--- src/rtl/pg_xlate_pkg.sv ---
package pg_xlate_pkg;
  parameter int VA_W   = 16;
  parameter int OFF_W  = 12;
  parameter int FRM_W  = 3;
  localparam int IDX_W = VA_W - OFF_W;
  localparam int NPAGE = 1 << IDX_W;
  localparam int PA_W  = FRM_W + OFF_W;
  localparam int ENT_W = 5 + FRM_W;

  typedef struct packed {
    logic             present;
    logic             user_ok;
    logic             rd_ok;
    logic             wr_ok;
    logic             ex_ok;
    logic [FRM_W-1:0] frame;
  } pte_t;

  typedef enum logic [1:0] {
    ACC_RD  = 2'd0,
    ACC_WR  = 2'd1,
    ACC_EX  = 2'd2,
    ACC_RSV = 2'd3
  } acc_e;

  typedef enum logic [1:0] {
    FLT_NONE = 2'd0,
    FLT_NP   = 2'd1,
    FLT_PERM = 2'd2
  } flt_e;
endpackage

--- src/rtl/pg_table.sv ---
module pg_table
  import pg_xlate_pkg::*;
(
  input  logic             clk_i,
  input  logic             rst_ni,
  input  logic             wr_en_i,
  input  logic [IDX_W-1:0] wr_idx_i,
  input  pte_t             wr_pte_i,
  input  logic [IDX_W-1:0] rd_idx_i,
  output pte_t             rd_pte_o
);
  pte_t tbl [NPAGE];

  for (genvar g = 0; g < NPAGE; g++) begin : g_ent
    always_ff @(posedge clk_i or negedge rst_ni) begin
      if (!rst_ni)                                 tbl[g] <= '0;
      else if (wr_en_i && wr_idx_i == IDX_W'(g))   tbl[g] <= wr_pte_i;
    end
  end

  assign rd_pte_o = tbl[rd_idx_i];
endmodule

--- src/rtl/pg_perm_chk.sv ---
module pg_perm_chk
  import pg_xlate_pkg::*;
(
  input  pte_t       pte_i,
  input  logic [1:0] acc_i,
  input  logic       priv_i,
  output flt_e       flt_o
);
  logic right_ok;

  always_comb begin
    unique case (acc_e'(acc_i))
      ACC_RD:  right_ok = pte_i.rd_ok;
      ACC_WR:  right_ok = pte_i.wr_ok;
      ACC_EX:  right_ok = pte_i.ex_ok;
      default: right_ok = 1'b0;
    endcase
  end

  // not-present wins over any permission result
  always_comb begin
    if (!pte_i.present)                    flt_o = FLT_NP;
    else if (!priv_i && !pte_i.user_ok)    flt_o = FLT_PERM;
    else if (!right_ok)                    flt_o = FLT_PERM;
    else                                   flt_o = FLT_NONE;
  end
endmodule

--- src/rtl/pg_xlate.sv ---
module pg_xlate
  import pg_xlate_pkg::*;
(
  input  logic                  clk_i,
  input  logic                  rst_ni,
  input  logic                  wr_en_i,
  input  logic [IDX_W-1:0]      wr_idx_i,
  input  logic [ENT_W-1:0]      wr_entry_i,
  input  logic                  req_i,
  input  logic [VA_W-1:0]       vaddr_i,
  input  logic [1:0]            acc_i,
  input  logic                  priv_i,
  output logic                  valid_o,
  output logic [PA_W-1:0]       paddr_o,
  output logic                  fault_o,
  output logic [1:0]            fault_type_o
);
  pte_t cur_pte;
  flt_e cur_flt;

  pg_table i_table (
    .clk_i    (clk_i),
    .rst_ni   (rst_ni),
    .wr_en_i  (wr_en_i),
    .wr_idx_i (wr_idx_i),
    .wr_pte_i (pte_t'(wr_entry_i)),
    .rd_idx_i (vaddr_i[VA_W-1:OFF_W]),
    .rd_pte_o (cur_pte)
  );

  pg_perm_chk i_chk (
    .pte_i  (cur_pte),
    .acc_i  (acc_i),
    .priv_i (priv_i),
    .flt_o  (cur_flt)
  );

  always_ff @(posedge clk_i or negedge rst_ni) begin
    if (!rst_ni) begin
      valid_o      <= 1'b0;
      fault_o      <= 1'b0;
      fault_type_o <= FLT_NONE;
      paddr_o      <= '0;
    end else begin
      valid_o      <= req_i && (cur_flt == FLT_NONE);
      fault_o      <= req_i && (cur_flt != FLT_NONE);
      fault_type_o <= req_i ? cur_flt : FLT_NONE;
      paddr_o      <= (req_i && cur_flt == FLT_NONE) ?
                      {cur_pte.frame, vaddr_i[OFF_W-1:0]} : '0;
    end
  end
endmodule

--- config.mk ---
export PLATFORM = sky130hd
export DESIGN_NAME = pg_xlate
export DESIGN_NICKNAME = d
export VERILOG_FILES = /design/src/rtl/pg_xlate_pkg.sv /design/src/rtl/pg_table.sv /design/src/rtl/pg_perm_chk.sv /design/src/rtl/pg_xlate.sv
export SDC_FILE = /design/constraint.sdc
export NUM_CORES = 1
export LEC_CHECK = 0
export BUFFER_PORTS_ARGS = -buffer_cell sky130_fd_sc_hd__buf_2
export CAP_MARGIN = 20
export CORE_ASPECT_RATIO = 1.75
export CORE_MARGIN = 2
export CORE_UTILIZATION = 35
export DETAILED_ROUTE_END_ITERATION = 8
export GPL_TIMING_DRIVEN = 0
export MAX_ROUTING_LAYER = met4
export PLACE_DENSITY = 0.62
export SKIP_CTS_REPAIR_TIMING = 1
export SYNTH_ARGS = -nofsm -noshare
export SYNTH_HDL_FRONTEND = slang
export SYNTH_SLANG_ARGS = --single-unit
export TNS_END_PERCENT = 50
--- constraint.sdc ---
create_clock -name clk_i -period 2.1 [get_ports clk_i]
set_clock_uncertainty 0.2 [all_clocks]
set_input_delay 0.21 -clock clk_i [delete_from_list [all_inputs] [get_ports clk_i]]
set_output_delay 0.21 -clock clk_i [all_outputs]
set_load 0.02 [all_outputs]
==> results.md <==
* Synth top area cells: dfrtp_1, mux2_2, mux4_1, mux4_2, mux2i_1
* First-pass GRT wire length at 25,800 um
* CTS Buffer Depth at 2
* FFs w/ async S/R, synth at 100%
* IO Pins at 54
* Starting Density at 35.6%
* Final nets at around 590
* Htree depth at 4
* I/O Buffers at 51
* Tmin final at between 2 and 2.5 ns
* GRT Util Overall at 17.9%
* Vias/cell at 5.27
* Worst Max-Slew Pin Slew at 1.13 ns
* WP buf/inv at 1
* Ratio of cells with drive above 1 in the final layout at 48.5%
* Clk_lat worst skew at 0.42 ns
* Period utilization at 101%
* Core area at 19,000 um^2
* Drt wl/cell at 21.1 um
* Initial antenna violation count at 0
* PwrDens at about 1000 nW/um^2
* Leading area contributor after synthesis: dfrtp_1
* DR WL met2 at 9730 um
* DR WL met3 at ~590 um
* Hold Path Class: input pin to flip-flop
* Vias at 4,249
* Routed WL at 17,000 um
* WP data required at roughly 2.2 ns
* Non-Filler Instances at slightly above 800
* Seq cells post-synth at 147
* GPL Wtd Cong at slightly above 0.8
* Dpl cell area at between 7000 and 8000 um^2
* Max VDD drop at 0.563 mV
* Crit path capture type: flip-flop
* Maxcap violations at 0
* Failing checks: negative setup slack
* Most used DFF post-synth: dfrtp_1
* Number of flops mapped to enable cells by yosys at 0
* CP peak stage delay at 0.50 ns
* Worst-path clk slew at 0.06 ns
* # placed instances at roughly 750
* Max-slew violations at 0
* Arrival time of the worst setup path at 2.23 ns
* Post-DP HPWL at 11,800 um
* Clock Tree Root: clkbuf_16
* Number of routed nets with antenna violations at 0
* N_diodes at 0
* Worst-path cell chain: mux4_2, a2bb2oi_1, a311oi_2, a32o_2, buf_6, nor4_2
* Outcome: finished with violations
* F_max at 0.472 GHz
* Die Ht at 188 um
* Filler cells at 1,633
* Slowest-stage cell, CP: mux4_2
* DP Worst Slack at -0.372 ns
* Grt ovf at 0
* Synth cell types at 45
* Final Hold Vio Count at 0
* Leakage power at 3.71 nW
* Final setup vio count at 10
* DRC viols at 0
* DRT Pass-1 Iters at 4
* Final Instance Area at between 8000 and 9000 um^2
* Die width at roughly 110 um
* CTS tree: built
* Worst slew margin at 24.1%
* FF+latch area at between 3000 and 4000 um^2
* Area grow syn2layout at 23.3%
* Number of global-route vias before repair at 4,557
* Clk sinks at 147
* Largest net degree at the start of global routing at 79
* TNS Setup at -0.0757 ns
* WS Path Type: flip-flop to flip-flop
* Ys Warns at 0
* Mapped Area at roughly 6800 um^2
* Die ar. at just over 20,000 um^2
* Area occupied by multi-input gates at 2870 um^2
* RSZ-0062 raised after global routing: yes
* Row count at 67
* Final worst slack at -0.0186 ns
* Top Layer Used: met4
* Sequential-to-total area share from yosys stat at 54.3%
* CP delay by family, top: compound AO/OA/AOI/OAI gates
* 1st-iter DRT viols at between 200 and 250
* Avg Cell Area, Syn at 15.1 um^2
* Cts bufs inserted at 17
* Crit-path max FO at 10
* Yosys top cell area share at 54.3%
* Nature of the critical path startpoint: flip-flop
* Post-Synthesis Net Count at about 480
* Met1 Wirelength at 6250 um
* Post-Synthesis Cells at 448
[cell families after synthesis]
family / synth area share (%)
and+or+nand+nor: 6.11
DFF: 54.3
buffers and inverters: 3.44
muxes: 33.3
AOI/OAI and AO/OA: 2.84
[flip-flops by register name, indices dropped and copies added (netlist names)]
| register | cells |
|---|---|
| i_table.tbl | 128 |
| paddr_o | 15 |
| fault_type_o | 2 |
| fault_o | 1 |
| valid_o | 1 |
[placed cells by master, fill, tap and decap left out, types with 3 or more instances in the layout]
cell type and count:
mux2i_1 11, bufinv_16 5, nand2_1 17, buf_12 3
mux4_1 9, nor2_1 15, dlygate4sd3_1 22, nor4_1 6
mux2_2 130, nor4_2 8, buf_4 6, clkbuf_1 16
clkbuf_16 17, inv_1 14, clkinv_2 3, buf_6 10
a21oi_1 5, dfrtp_1 147, buf_2 54, nand3_1 4
mux4_2 18, nand2b_1 6
[worst register-to-register path, delay by kind of cell (launching register included)]
family / cells / cell delay, ns
multiplexers: 1 / 0.50
buffers and inverters: 1 / 0.18
AO/OA/AOI/OAI: 3 / 0.69
AND/OR/NAND/NOR: 1 / 0.05
flip-flops: 1 / 0.38
[layout make-up]
cell class              instances  share of cell area (%)
flip-flops and latches        147                    44.0
repair buffers                 85                    7.35
clock buffers                  19                    5.30
clock inverters                13                    2.47
inverters                      14                   0.629
well taps                     241                    3.61
plain buffers                  28                    2.26
multi-input cells             259                    34.3
[through the flow]
step	power (mW)	utilization, %	hold WS (ns)
2_1_floorplan	4.73	-	-0.286
3_3_place_gp	5.08	38.5	0.244
3_5_place_dp	5.20	39.0	0.0745
4_1_cts	8.52	42.4	-0.385
5_1_grt	8.90	43.9	0.0274
6_report	8.54	43.9	0.0139
[power breakdown]
part           switching, mW  leakage (nW)  internal (mW)
Combinational          0.630          1.57          0.887
Clock                   1.18         0.313           2.14
Sequential             0.283          1.83           3.42
[Yosys cell counts (2+ instances only)]
master and n:
a21oi_1 6, nand3b_1 2, inv_1 14, dfrtp_1 147, mux2_2 130, buf_6 4
mux2i_1 11, buf_12 2, mux4_1 13, nand3_1 4, nor2b_1 2, clkbuf_1 15
nand2_1 17, buf_2 4, nor4_2 8, nand2b_1 6, mux4_2 14, or3_1 2
a2bb2oi_1 2, nor4_1 6, nor2_1 15
[path summary, 6_finish.rpt]
check	start	to	slack, ns	cells after the start
max	i_table.tbl[5]	paddr_o[3]	-0.02	6
min	acc_i[1]	fault_type_o[1]	0.01	3
max reg2reg	i_table.tbl[5]	paddr_o[3]	-0.02	6
min reg2reg	i_table.tbl[90]	i_table.tbl[90]	0.30	1
max in group asynchronous	rst_ni	i_table.tbl[33]	0.70	3
min in group asynchronous	rst_ni	i_table.tbl[94]	0.17	2
[layer usage]
metal	global-route usage (%)	vias to the layer above
li1	-	1869
met1	18.6	2234
met2	32.1	118
met3	3.48	28
met4	7.45	0
met5	-	-
Power figures use the tool's default switching activity.
